## src/rtl/eep_slave_pkg.sv

```systemverilog
package eep_slave_pkg;
    localparam int unsigned BYTE_W = 8;
    localparam int unsigned SEL_W  = 3;
    localparam logic [3:0]  DEV_CLASS = 4'b1010;

    typedef enum logic [2:0] {
        ST_IDLE,
        ST_RX,
        ST_ACK,
        ST_TX,
        ST_MACK,
        ST_SKIP
    } eng_state_e;

    typedef enum logic [1:0] {
        BR_DEV,
        BR_AHI,
        BR_ALO,
        BR_DATA
    } byte_role_e;
endpackage

```

## src/rtl/eep_line_sync.sv

```systemverilog
module eep_line_sync #(
    parameter int unsigned STAGES = 2,
    parameter int unsigned LINES  = 2
) (
    input  logic             clk_i,
    input  logic             rst_ni,
    input  logic [LINES-1:0] raw_i,
    output logic [LINES-1:0] lvl_o
);
    for (genvar g = 0; g < LINES; g++) begin : g_line
        logic [STAGES-1:0] chain_d, chain_q;

        always_comb begin
            chain_d = {chain_q[STAGES-2:0], raw_i[g]};
        end

        always_ff @(posedge clk_i or negedge rst_ni) begin
            if (!rst_ni) chain_q <= '1;
            else         chain_q <= chain_d;
        end

        assign lvl_o[g] = chain_q[STAGES-1];
    end
endmodule

```

## src/rtl/eep_bus_events.sv

```systemverilog
module eep_bus_events (
    input  logic clk_i,
    input  logic rst_ni,
    input  logic scl_i,
    input  logic sda_i,
    output logic scl_rise_o,
    output logic scl_fall_o,
    output logic start_o,
    output logic stop_o
);
    typedef struct packed {
        logic clk;
        logic dat;
    } prev_t;

    prev_t prev_d, prev_q;

    always_comb begin
        prev_d.clk = scl_i;
        prev_d.dat = sda_i;
    end

    always_ff @(posedge clk_i or negedge rst_ni) begin
        if (!rst_ni) prev_q <= '{clk: 1'b1, dat: 1'b1};
        else         prev_q <= prev_d;
    end

    assign scl_rise_o = scl_i & ~prev_q.clk;
    assign scl_fall_o = ~scl_i & prev_q.clk;
    assign start_o    = scl_i & prev_q.clk & prev_q.dat & ~sda_i;
    assign stop_o     = scl_i & prev_q.clk & ~prev_q.dat & sda_i;
endmodule

```

## src/rtl/eep_slave_fsm.sv

```systemverilog
module eep_slave_fsm
    import eep_slave_pkg::*;
#(
    parameter int unsigned ADDR_W = 15
) (
    input  logic              clk_i,
    input  logic              rst_ni,
    input  logic              scl_lvl_i,
    input  logic              sda_lvl_i,
    input  logic              scl_rise_i,
    input  logic              scl_fall_i,
    input  logic              start_i,
    input  logic              stop_i,
    input  logic [SEL_W-1:0]  strap_i,
    input  logic              lock_i,
    input  logic              busy_i,
    input  logic [BYTE_W-1:0] rd_byte_i,
    output logic              pull_o,
    output logic              rd_stb_o,
    output logic              wa_stb_o,
    output logic [ADDR_W-1:0] wa_o,
    output logic              wd_stb_o,
    output logic [BYTE_W-1:0] wd_o,
    output logic              commit_o
);
    localparam int unsigned HI_W  = ADDR_W - BYTE_W;
    localparam int unsigned CNT_W = $clog2(BYTE_W + 1);
    localparam logic [CNT_W-1:0] FULL_CNT = CNT_W'(BYTE_W);
    localparam logic [CNT_W-1:0] LAST_TX  = CNT_W'(BYTE_W - 1);

    typedef struct packed {
        eng_state_e        st;
        byte_role_e        role;
        logic [CNT_W-1:0]  cnt;
        logic [BYTE_W-1:0] sh;
        logic              rw;
        logic [HI_W-1:0]   ahi;
        logic              pend;
        logic [1:0]        fetch;
        logic              mack;
        logic              pull;
        logic              rd_stb;
        logic              wa_stb;
        logic              wd_stb;
        logic              cm_stb;
        logic [ADDR_W-1:0] wa;
        logic [BYTE_W-1:0] wd;
    } eng_t;

    eng_t eng_d, eng_q;

    always_comb begin
        eng_d        = eng_q;
        eng_d.rd_stb = 1'b0;
        eng_d.wa_stb = 1'b0;
        eng_d.wd_stb = 1'b0;
        eng_d.cm_stb = 1'b0;

        if (start_i) begin
            eng_d.st    = ST_RX;
            eng_d.role  = BR_DEV;
            eng_d.cnt   = '0;
            eng_d.pull  = 1'b0;
            eng_d.pend  = 1'b0;
            eng_d.fetch = 2'd0;
        end else if (stop_i) begin
            eng_d.st     = ST_IDLE;
            eng_d.pull   = 1'b0;
            eng_d.cm_stb = eng_q.pend;
            eng_d.pend   = 1'b0;
            eng_d.fetch  = 2'd0;
        end else begin
            case (eng_q.st)
                ST_RX: begin
                    if (scl_rise_i && (eng_q.cnt < FULL_CNT)) begin
                        eng_d.sh  = {eng_q.sh[BYTE_W-2:0], sda_lvl_i};
                        eng_d.cnt = eng_q.cnt + 1'b1;
                    end else if (scl_fall_i && (eng_q.cnt == FULL_CNT)) begin
                        eng_d.cnt  = '0;
                        eng_d.st   = ST_ACK;
                        eng_d.pull = 1'b1;
                        case (eng_q.role)
                            BR_DEV: begin
                                if ((eng_q.sh[7:4] == DEV_CLASS) &&
                                    (eng_q.sh[3:1] == strap_i) && !busy_i) begin
                                    eng_d.rw = eng_q.sh[0];
                                end else begin
                                    eng_d.st   = ST_SKIP;
                                    eng_d.pull = 1'b0;
                                end
                            end
                            BR_AHI: eng_d.ahi = eng_q.sh[HI_W-1:0];
                            BR_ALO: begin
                                eng_d.wa_stb = 1'b1;
                                eng_d.wa     = {eng_q.ahi, eng_q.sh};
                            end
                            default: begin
                                if (!lock_i) begin
                                    eng_d.wd_stb = 1'b1;
                                    eng_d.wd     = eng_q.sh;
                                    eng_d.pend   = 1'b1;
                                end else begin
                                    eng_d.st   = ST_SKIP;
                                    eng_d.pull = 1'b0;
                                end
                            end
                        endcase
                    end
                end
                ST_ACK: begin
                    if (scl_fall_i) begin
                        eng_d.pull = 1'b0;
                        eng_d.st   = ST_RX;
                        case (eng_q.role)
                            BR_DEV: begin
                                if (eng_q.rw) begin
                                    eng_d.st     = ST_TX;
                                    eng_d.rd_stb = 1'b1;
                                    eng_d.fetch  = 2'd2;
                                end else begin
                                    eng_d.role = BR_AHI;
                                end
                            end
                            BR_AHI:  eng_d.role = BR_ALO;
                            default: eng_d.role = BR_DATA;
                        endcase
                    end
                end
                ST_TX: begin
                    if (eng_q.fetch == 2'd2) begin
                        eng_d.fetch = 2'd1;
                    end else if (eng_q.fetch == 2'd1) begin
                        eng_d.fetch = 2'd0;
                        eng_d.sh    = rd_byte_i;
                        eng_d.pull  = ~rd_byte_i[BYTE_W-1];
                        eng_d.cnt   = '0;
                    end else if (scl_fall_i) begin
                        if (eng_q.cnt == LAST_TX) begin
                            eng_d.st   = ST_MACK;
                            eng_d.pull = 1'b0;
                        end else begin
                            eng_d.sh   = {eng_q.sh[BYTE_W-2:0], 1'b0};
                            eng_d.pull = ~eng_q.sh[BYTE_W-2];
                            eng_d.cnt  = eng_q.cnt + 1'b1;
                        end
                    end
                end
                ST_MACK: begin
                    if (scl_rise_i) begin
                        eng_d.mack = ~sda_lvl_i;
                    end else if (scl_fall_i) begin
                        if (eng_q.mack) begin
                            eng_d.st     = ST_TX;
                            eng_d.rd_stb = 1'b1;
                            eng_d.fetch  = 2'd2;
                        end else begin
                            eng_d.st = ST_SKIP;
                        end
                    end
                end
                default: ;
            endcase
        end
    end

    always_ff @(posedge clk_i or negedge rst_ni) begin
        if (!rst_ni) begin
            eng_q      <= '0;
            eng_q.st   <= ST_IDLE;
            eng_q.role <= BR_DEV;
        end else begin
            eng_q <= eng_d;
        end
    end

    assign pull_o   = eng_q.pull;
    assign rd_stb_o = eng_q.rd_stb;
    assign wa_stb_o = eng_q.wa_stb;
    assign wa_o     = eng_q.wa;
    assign wd_stb_o = eng_q.wd_stb;
    assign wd_o     = eng_q.wd;
    assign commit_o = eng_q.cm_stb;

    // the line pull moves only while the bus clock is low, or on start/stop
    p_pull_clk_low_r11: assert property (@(posedge clk_i) disable iff (!rst_ni)
        !$stable(eng_q.pull) |-> (!$past(scl_lvl_i) || $past(start_i) || $past(stop_i)));

    // a commit request follows a stop condition
    p_commit_at_stop_r5: assert property (@(posedge clk_i) disable iff (!rst_ni)
        eng_q.cm_stb |-> $past(stop_i));

    // no data load while write lock was high
    p_lock_blocks_data_r6: assert property (@(posedge clk_i) disable iff (!rst_ni)
        eng_q.wd_stb |-> !$past(lock_i));

    // at most one strobe per cycle
    p_strobe_excl_r4: assert property (@(posedge clk_i) disable iff (!rst_ni)
        $onehot0({eng_q.rd_stb, eng_q.wa_stb, eng_q.wd_stb, eng_q.cm_stb}));

    // addressing acknowledge never given while busy
    p_busy_no_ack_r9: assert property (@(posedge clk_i) disable iff (!rst_ni)
        (eng_q.st == ST_ACK && eng_q.role == BR_DEV && $past(eng_q.st) == ST_RX)
        |-> !$past(busy_i));

    // a fetch is only requested right after a bus clock falling edge
    p_fetch_on_fall_r7: assert property (@(posedge clk_i) disable iff (!rst_ni)
        eng_q.rd_stb |-> $past(scl_fall_i));
endmodule

```

## src/rtl/eep_serial_slave.sv

```systemverilog
module eep_serial_slave
    import eep_slave_pkg::*;
#(
    parameter int unsigned ADDR_W      = 15,
    parameter int unsigned SYNC_STAGES = 2
) (
    input  logic              clk_i,
    input  logic              rst_ni,
    input  logic              bus_clk_i,
    input  logic              bus_dat_i,
    input  logic [2:0]        sel_strap_i,
    input  logic              wr_lock_i,
    input  logic              cyc_busy_i,
    input  logic [7:0]        rd_byte_i,
    output logic              dat_pull_o,
    output logic              rd_stb_o,
    output logic              wa_stb_o,
    output logic [ADDR_W-1:0] wa_o,
    output logic              wd_stb_o,
    output logic [7:0]        wd_o,
    output logic              commit_o
);
    logic [1:0] lvl;
    logic       scl_rise, scl_fall, cond_start, cond_stop;

    eep_line_sync #(
        .STAGES (SYNC_STAGES),
        .LINES  (2)
    ) u_sync (
        .clk_i  (clk_i),
        .rst_ni (rst_ni),
        .raw_i  ({bus_dat_i, bus_clk_i}),
        .lvl_o  (lvl)
    );

    eep_bus_events u_events (
        .clk_i      (clk_i),
        .rst_ni     (rst_ni),
        .scl_i      (lvl[0]),
        .sda_i      (lvl[1]),
        .scl_rise_o (scl_rise),
        .scl_fall_o (scl_fall),
        .start_o    (cond_start),
        .stop_o     (cond_stop)
    );

    eep_slave_fsm #(
        .ADDR_W (ADDR_W)
    ) u_fsm (
        .clk_i      (clk_i),
        .rst_ni     (rst_ni),
        .scl_lvl_i  (lvl[0]),
        .sda_lvl_i  (lvl[1]),
        .scl_rise_i (scl_rise),
        .scl_fall_i (scl_fall),
        .start_i    (cond_start),
        .stop_i     (cond_stop),
        .strap_i    (sel_strap_i),
        .lock_i     (wr_lock_i),
        .busy_i     (cyc_busy_i),
        .rd_byte_i  (rd_byte_i),
        .pull_o     (dat_pull_o),
        .rd_stb_o   (rd_stb_o),
        .wa_stb_o   (wa_stb_o),
        .wa_o       (wa_o),
        .wd_stb_o   (wd_stb_o),
        .wd_o       (wd_o),
        .commit_o   (commit_o)
    );

    // nothing is driven or strobed in the first cycle after reset release
    p_quiet_after_reset_r1: assert property (@(posedge clk_i)
        $rose(rst_ni) |-> (!dat_pull_o && !rd_stb_o && !wa_stb_o && !wd_stb_o && !commit_o));
endmodule

```

## config.mk

```make
export PLATFORM = sky130hd
export DESIGN_NAME = eep_serial_slave
export DESIGN_NICKNAME = d
export VERILOG_FILES = /design/src/rtl/eep_slave_pkg.sv /design/src/rtl/eep_line_sync.sv /design/src/rtl/eep_bus_events.sv /design/src/rtl/eep_slave_fsm.sv /design/src/rtl/eep_serial_slave.sv
export SDC_FILE = /design/constraint.sdc
export NUM_CORES = 1
export LEC_CHECK = 0
export BUFFER_PORTS_ARGS = -buffer_cell sky130_fd_sc_hd__clkbuf_2
export CELL_PAD_IN_SITES_DETAIL_PLACEMENT = 1
export CELL_PAD_IN_SITES_GLOBAL_PLACEMENT = 2
export CORE_MARGIN = 3
export CORE_UTILIZATION = 34
export DETAILED_ROUTE_END_ITERATION = 6
export MAX_ROUTING_LAYER = met4
export PLACE_DENSITY_LB_ADDON = 0.1
export SYNTH_ARGS = -nofsm -noshare
export SYNTH_HDL_FRONTEND = slang
export SYNTH_SLANG_ARGS = --single-unit
```

## constraint.sdc

```tcl
create_clock -name clk_i -period 1.8 [get_ports clk_i]
set_input_delay 0.36 -clock clk_i [delete_from_list [all_inputs] [get_ports clk_i]]
set_output_delay 0.36 -clock clk_i [all_outputs]
set_load 0.01 [all_outputs]
```

======== Yosys cells after proc, flatten, opt, wreduce, memory -nomap -nowiden ========
Index checks and enable logic that the tools add are counted.
operators by class
  mux-type cells .......................... 83
  add/sub/neg operators ................... 1
  $lt $le $gt $ge ......................... 1
  bitwise operators ....................... 18
  equality and inequality tests ........... 39
  reduce and logical (&&, ||, !) cells .... 29
operator list
  operator              count
  $mux W23              4
  $mux W12              4
  $mux W3               16
  $mux W9               4
  $ne A4 B3 Y1 const B  8
  $mux W2               15
  $mux W27              1
  $mux W8               3
  $pmux W12 S2          1
  $reduce_and A6 Y1     4
  $mux W1               22
  $mux W22              1
  $reduce_and A7 Y1     3
  $ne A4 B4 Y1 const B  5
  $mux W15              1
  $pmux W3 S4           1
  $not A1 Y1            11
  $ne A5 B3 Y1 const B  2
  $reduce_and A10 Y1    1
  $reduce_bool A5 Y1    2
  $ne A3 B1 Y1 const B  3
  $ne A3 B3 Y1 const B  3
  $reduce_bool A3 Y1    3
  $eq A4 B4 Y1 const B  2
  other kinds (32)      51
storage, ports and cells
  output and inout port bits .............. 28
  register bits after elaboration ......... 63
  word-level logic and storage cells ...... 191

======== Logic depth before layout (Yosys ltp) ========
  depth in word-level cells ............... 10
  gate-level depth with buffers ........... 7
  mapped depth without buffers ............ 7

======== Cells and area by module ========
Synthesis repeated with hierarchy kept, for this count alone.
second synthesis, totals
  cell total of the unflattened synthesis .. 293
  area total of the unflattened synthesis .. 3337.0 µm²
by module, submodules not included
  module          area each (µm²)  seq. area each (µm²)  times used  cells each
  eep_slave_fsm   3131.8           1426.4                1           281
  eep_line_sync   120.1            105.1                 1           6
  eep_bus_events  85.1             52.6                  1           6

======== Least setup slack after synthesis ========
Ideal clock, no wire load.
  path type ............................... flip-flop to flip-flop
  from .................................... reg u_sync.g_line[1].chain_q[1]
  to ...................................... reg u_fsm.eng_q (netlist bit u_fsm.wd_o[0])
  cell stages (with the launch flop) ...... 7
  required time ........................... 1.675 ns
  period minus slack after synthesis ...... 1.967 ns
  arrival time ............................ 1.842 ns
  setup slack ............................. -0.167 ns
  cell sequence ........................... dfstp_2 > nand2b_4 > a21oi_4 > nor4_4 > and3b_1 > buf_6 > mux2_4
between the ends
  longest elaborated chain between the ends .. 4
RTL lines
  item                                    RTL line              source
  from (decl)                             eep_line_sync.sv:11   logic [STAGES-1:0] chain_d, chain_q;
  from (signal assigned)                  eep_line_sync.sv:19   else chain_q <= chain_d;
  $not A1 Y1                              eep_bus_events.sv:30  assign start_o = scl_i & prev_q.clk & prev_q.dat & ~sda_i;
  $and A1 B1 Y1                           eep_bus_events.sv:30
  $not A1 Y1 (no source line)             n/a
  $reduce_and A7 Y1 (no source line) (*)  n/a
  to (signal assigned)                    eep_slave_fsm.sv:172  eng_q <= eng_d;
  to (decl)                               eep_slave_fsm.sv:50   eng_t eng_d, eng_q;
Every way passes the cells marked *; elsewhere a longest branch is shown, timed or not.
A chain may end at the register's enable or synchronous reset.

======== Worst setup path in the final report ========
  from .................................... reg u_events.prev_q[0] (netlist bit)
  to ...................................... reg u_fsm.eng_q (netlist bit u_fsm.wd_o[0])
between the ends
  longest elaborated chain between the ends .. 5
RTL lines
  item                                    RTL line              source
  from (decl)                             eep_bus_events.sv:16  prev_t prev_d, prev_q;
  from (signal assigned)                  eep_bus_events.sv:24  if (!rst_ni) prev_q <= '{clk: 1'b1, dat: 1'b1};
  from (signal assigned)                  eep_bus_events.sv:25  else prev_q <= prev_d;
  $not A1 Y1                              eep_bus_events.sv:31  assign stop_o = scl_i & prev_q.clk & ~prev_q.dat & sda_i;
  $and A1 B1 Y1 (2 in series)             eep_bus_events.sv:31
  $not A1 Y1 (no source line)             n/a
  $reduce_and A7 Y1 (no source line) (*)  n/a
Marks and branches as above.

==> summary.txt <==
=================================================================================================================
Run status                                                                                           finished with violations
Violated checks                                                                                      setup timing
Port Buffers                                                                                                   44
Antenna cells                                                                                                   0
Synth Area in Simple Gates                                                                                  0.150
Logic depth of the worst register-to-register path                                                              6
First-pass GRT wire length                                                                                13.1 mm
Standby leakage power                                                                                  0.00206 uW
Final cycle utilization of the critical path                                                                 1.05
Clock Skew                                                                                              0.0125 ns
DIE HEIGHT                                                                                                 105 um
Standard-cell rows                                                                                             35
Main combinational cell family by area after synthesis                                               multiplexers
Primary FF master, synth                                                                             sky130_fd_sc_hd__dfrtp_1
Worst hold slack                                                                                        0.0826 ns
Final Instance Area                                                                                  0.00432 mm^2
Max Cap Violations                                                                                              0
Gate power share                                                                                            0.353
Post-detailed-route DRC marker count                                                                            0
Cell area after synthesis                                                                            0.00332 mm^2
Number of nets still failing antenna checks after routing                                                       0
Clk sink count                                                                                                 63
Asr flop ratio synth                                                                                         1.00
Worst Setup End Kind                                                                                         flop
# IOs                                                                                                          45
Synth Net Count                                                                                               311
Proportion of total power due to net switching                                                              0.349
Final Total Pwr                                                                                           4620 uW
Yosys reg bits                                                                                                 63
Remaining global-route overflow                                                                                 0
Share of the yosys chip area belonging to registers                                                         0.477
Horiz. Die Dim                                                                                             105 um
Launching element type of the critical path                                                                  flop
Number of instances on the worst hold path                                                                      1
Maximum clock insertion buffer count                                                                            2
Post-synth EDFFs                                                                                                0
Share of the synthesized area in compound gates (AO/OA/AOI/OAI)                                            0.0956
Filler Cells Inserted                                                                                       1,033
Crit Path Class                                                                                      flop to flop
Final hold violations                                                                                           0
Seq pwr share                                                                                               0.376
Clock-pin transition on the worst setup and hold timing paths                                             0.07 ns
Arithmetic-cell share of the synthesized area counting full adders, half adders and majority gates         0.0339
Final layout net count                                                                                        388
Switching power of the nets                                                                               1610 uW
Area of the core                                                                                     0.00937 mm^2
Via count                                                                                                   2,360
Length of the first detailed-routing pass in iterations                                                         4
Synthesized area divided by synthesized cell count                                                      11.7 um^2
Mux cell area share after synthesis                                                                         0.158
Achievable frequency                                                                                      530 MHz
Detail-routed net length per standard cell                                                                16.3 um
Worst max-slew margin expressed relative to the limit                                                       0.618
Vias in the first global route                                                                              2,516
CTS tree                                                                                                      yes
Largest net degree at the start of global routing                                                              24
Area growth, synth to finish                                                                                30.0%
Slack of the critical path                                                                             -0.0875 ns
Post-Route WL                                                                                             8.06 mm
Placed standard-cell area                                                                            0.00387 mm^2
Area enclosed by the die boundary                                                                     0.0110 mm^2
Starting DRC count in detailed routing                                                                         36
Starting density of the core                                                                                0.355
Fraction of power consumed by the clock network                                                             0.271
Data arrival time of the worst path                                                                       2.12 ns
Number of distinct library cell variants in the gate-level netlist after synthesis                             52
CP max stage delay                                                                                        0.53 ns
Root buf cell                                                                                        sky130_fd_sc_hd__clkbuf_8
Clock latency at the later pin of the worst-skew pair                                                     0.36 ns
TritonCTS buffer count                                                                                          9
Total power density per cell area                                                                    1070 mW/mm^2
Proportion of layout cells with a drive suffix above 1                                                      0.526
Worst voltage drop across the vdd grid                                                                   0.511 mV
Cell chain of the critical path                                                                      nand2b_4 -> a21oi_4 -> nor4_4 -> and3b_2 -> buf_6 -> mux2_4
Synth Instances                                                                                               285
Initial antenna violation count                                                                                 0
Xor/xnor share of the synthesized area                                                                    0.00791
Setup repair after global routing missed its margin                                                           yes
Actual slew at the worst max-slew pin                                                                    0.573 ns
WP data required                                                                                          2.03 ns
Kind of path behind the tightest hold check                                                          primary input to flop
Number of vias per cell after detailed routing                                                               4.76
Post-layout minimum cycle time                                                                            1.89 ns
Count of final setup violators                                                                                 25
Deepest level of the CTS H-tree                                                                                 3
Half-perimeter wire length of the detailed placement result                                               5.98 mm
Critical Path Fanout Max                                                                                        3
Final number of max-transition violations                                                                       0
Routability-driven placement congestion ratio                                                               0.823
Slowest CP cell                                                                                      sky130_fd_sc_hd__dfstp_2
Power Internal                                                                                            3010 uW
GRT Overall Usage                                                                                           0.158
Total of warnings raised by yosys                                                                               0
=================================================================================================================
==> synthesized netlist by cell type (2+ instances only) <==
cell                        count  area, um^2
sky130_fd_sc_hd__a21o_2         2        17.5
sky130_fd_sc_hd__a21oi_1       13        65.1
sky130_fd_sc_hd__a31oi_1        5        31.3
sky130_fd_sc_hd__and2_1         4        25.0
sky130_fd_sc_hd__and3_1         2        12.5
sky130_fd_sc_hd__and3b_1        2        17.5
sky130_fd_sc_hd__buf_2          3        15.0
sky130_fd_sc_hd__buf_4         24         180
sky130_fd_sc_hd__buf_6          2        22.5
sky130_fd_sc_hd__dfrtp_1       57        1430
sky130_fd_sc_hd__dfstp_2        6         158
sky130_fd_sc_hd__ha_1           9         113
sky130_fd_sc_hd__inv_1         10        37.5
sky130_fd_sc_hd__mux2_2        16         180
sky130_fd_sc_hd__mux2_4        17         255
sky130_fd_sc_hd__mux2i_1        9        90.1
sky130_fd_sc_hd__nand2_1       12        45.0
sky130_fd_sc_hd__nand2b_1       5        31.3
sky130_fd_sc_hd__nand2b_4       2        27.5
sky130_fd_sc_hd__nand3_1        8        40.0
sky130_fd_sc_hd__nand3b_1       2        15.0
sky130_fd_sc_hd__nand4_1        5        31.3
sky130_fd_sc_hd__nand4bb_1      2        22.5
sky130_fd_sc_hd__nor2_1        18        67.6
sky130_fd_sc_hd__nor2b_1        6        37.5
sky130_fd_sc_hd__nor3_1         2        10.0
sky130_fd_sc_hd__nor3b_1        2        15.0
sky130_fd_sc_hd__nor4_4         2        42.5
sky130_fd_sc_hd__o2111ai_1      2        17.5
sky130_fd_sc_hd__o21ai_0       10        50.1
sky130_fd_sc_hd__o22ai_1        2        12.5
sky130_fd_sc_hd__o31ai_1        2        15.0
sky130_fd_sc_hd__xor2_1         3        26.3
==> logic make-up after synthesis <==
| logic type | Yosys count |
|---|---|
| XOR/XNOR | 3 |
| AND/OR/NAND/NOR | 81 |
| adder cells (fa/ha/maj) | 9 |
| buffers and inverters | 40 |
| multiplexers | 42 |
| AO/OA/AOI/OAI | 47 |
| flip-flops | 63 |
==> per-layer routing <==
| metal | global-route usage | share of wire | vias to the layer above |
|---|---|---|---|
| met1 | 0.198 | 0.47 | 1164 |
| met2 | 0.246 | 0.48 | 40 |
| met4 | 0.0619 | 0.014 | 0 |
| met3 | 0.0401 | 0.035 | 8 |
| met5 | - | 0 | - |
| li1 | - | - | 1148 |
==> layout make-up <==
cell class	count	area, um^2	share of cell area
Clock buffer	10	128	0.0295
Multi-Input combinational cell	182	1650	0.382
Clock inverter	6	61.3	0.0142
Timing Repair Buffer	96	698	0.162
Sequential cell	63	1590	0.367
Inverter	10	37.5	0.00869
Tap cell	129	161	0.0374
==> state kept, by name (all words and copies together) (netlist names), 2 cells and up <==
| name | flops |
|---|---|
| u_fsm.eng_q | 29 |
| u_fsm.wa_o | 15 |
| u_fsm.wd_o | 8 |
| u_sync.g_line.chain_q | 4 |
| u_events.prev_q | 2 |
==> stage by stage <==
stage | worst slack (ns) | TNS, ns | utilization | std cells
after CTS | -0.0901 | -1.33 | 0.444 | 492
after global routing | -0.180 | -4.36 | 0.461 | 496
after floorplan | -0.162 | -1.93 | - | 285
final | -0.0875 | -1.12 | 0.461 | 496
after detailed placement | -0.170 | -3.50 | 0.413 | 473
after global placement | -0.108 | -2.73 | 0.413 | 473
==> what timing repair did <==
| item | in CTS | in global routing |
|---|---|---|
| buffers inserted | 2 | 3 |
| resized for setup | 17 | 38 |
| hold buffers | 1 | 0 |
| pin swaps | 5 | 8 |
| gates cloned | 0 | 1 |
| endpoints found under the hold margin | 14 | 0 |
| endpoints found under the setup margin | 43 | 47 |
==> path summary, 6_finish.rpt <==
| check | startpoint | slack, ns | end |
|---|---|---|---|
| setup / recovery | u_events.prev_q[0] | -0.09 | u_fsm.wd_o[0] |
| hold / removal | bus_dat_i | 0.08 | u_sync.g_line[1].chain_q[0] |
| setup reg to reg | u_events.prev_q[0] | -0.09 | u_fsm.wd_o[0] |
| hold reg to reg | u_sync.g_line[0].chain_q[0] | 0.36 | u_sync.g_line[0].chain_q[1] |
| max in group asynchronous | rst_ni | 0.67 | u_sync.g_line[0].chain_q[0] |
| min in group asynchronous | rst_ni | 0.53 | u_fsm.wd_o[1] |
==> power groups by stage <==
stage,sequential (uW),clock [uW],combinational (uW)
2_1_floorplan,1750,0,722
3_3_place_gp,1750,0,1310
3_5_place_dp,1750,0,1320
4_1_cts,1730,1310,1440
5_1_grt,1770,1360,1800
6_report,1740,1250,1630
==> critical path, delay by kind of cell, from the launching register on <==
kind / cells / cell delay [ns]
multiplexers: 1 / 0.30
AND/OR/NAND/NOR: 3 / 0.74
buffers and inverters: 1 / 0.13
flip-flops: 1 / 0.53
AO/OA/AOI/OAI: 1 / 0.07
==> layout by cell type, fill, tap and decap left out, drive strengths merged, types with 3 or more instances in the layout <==
cell,instances
dfrtp,57
clkbuf,53
buf,52
mux2,33
nor2,19
nand2,14
a21oi,14
o21ai,11
inv,10
nand3,9
mux2i,9
ha,9
nand2b,7
dfstp,6
nor2b,6
nand4,5
a31oi,5
and2,4
clkinv,4
xor2,3
Power figures use the tool's default switching activity.
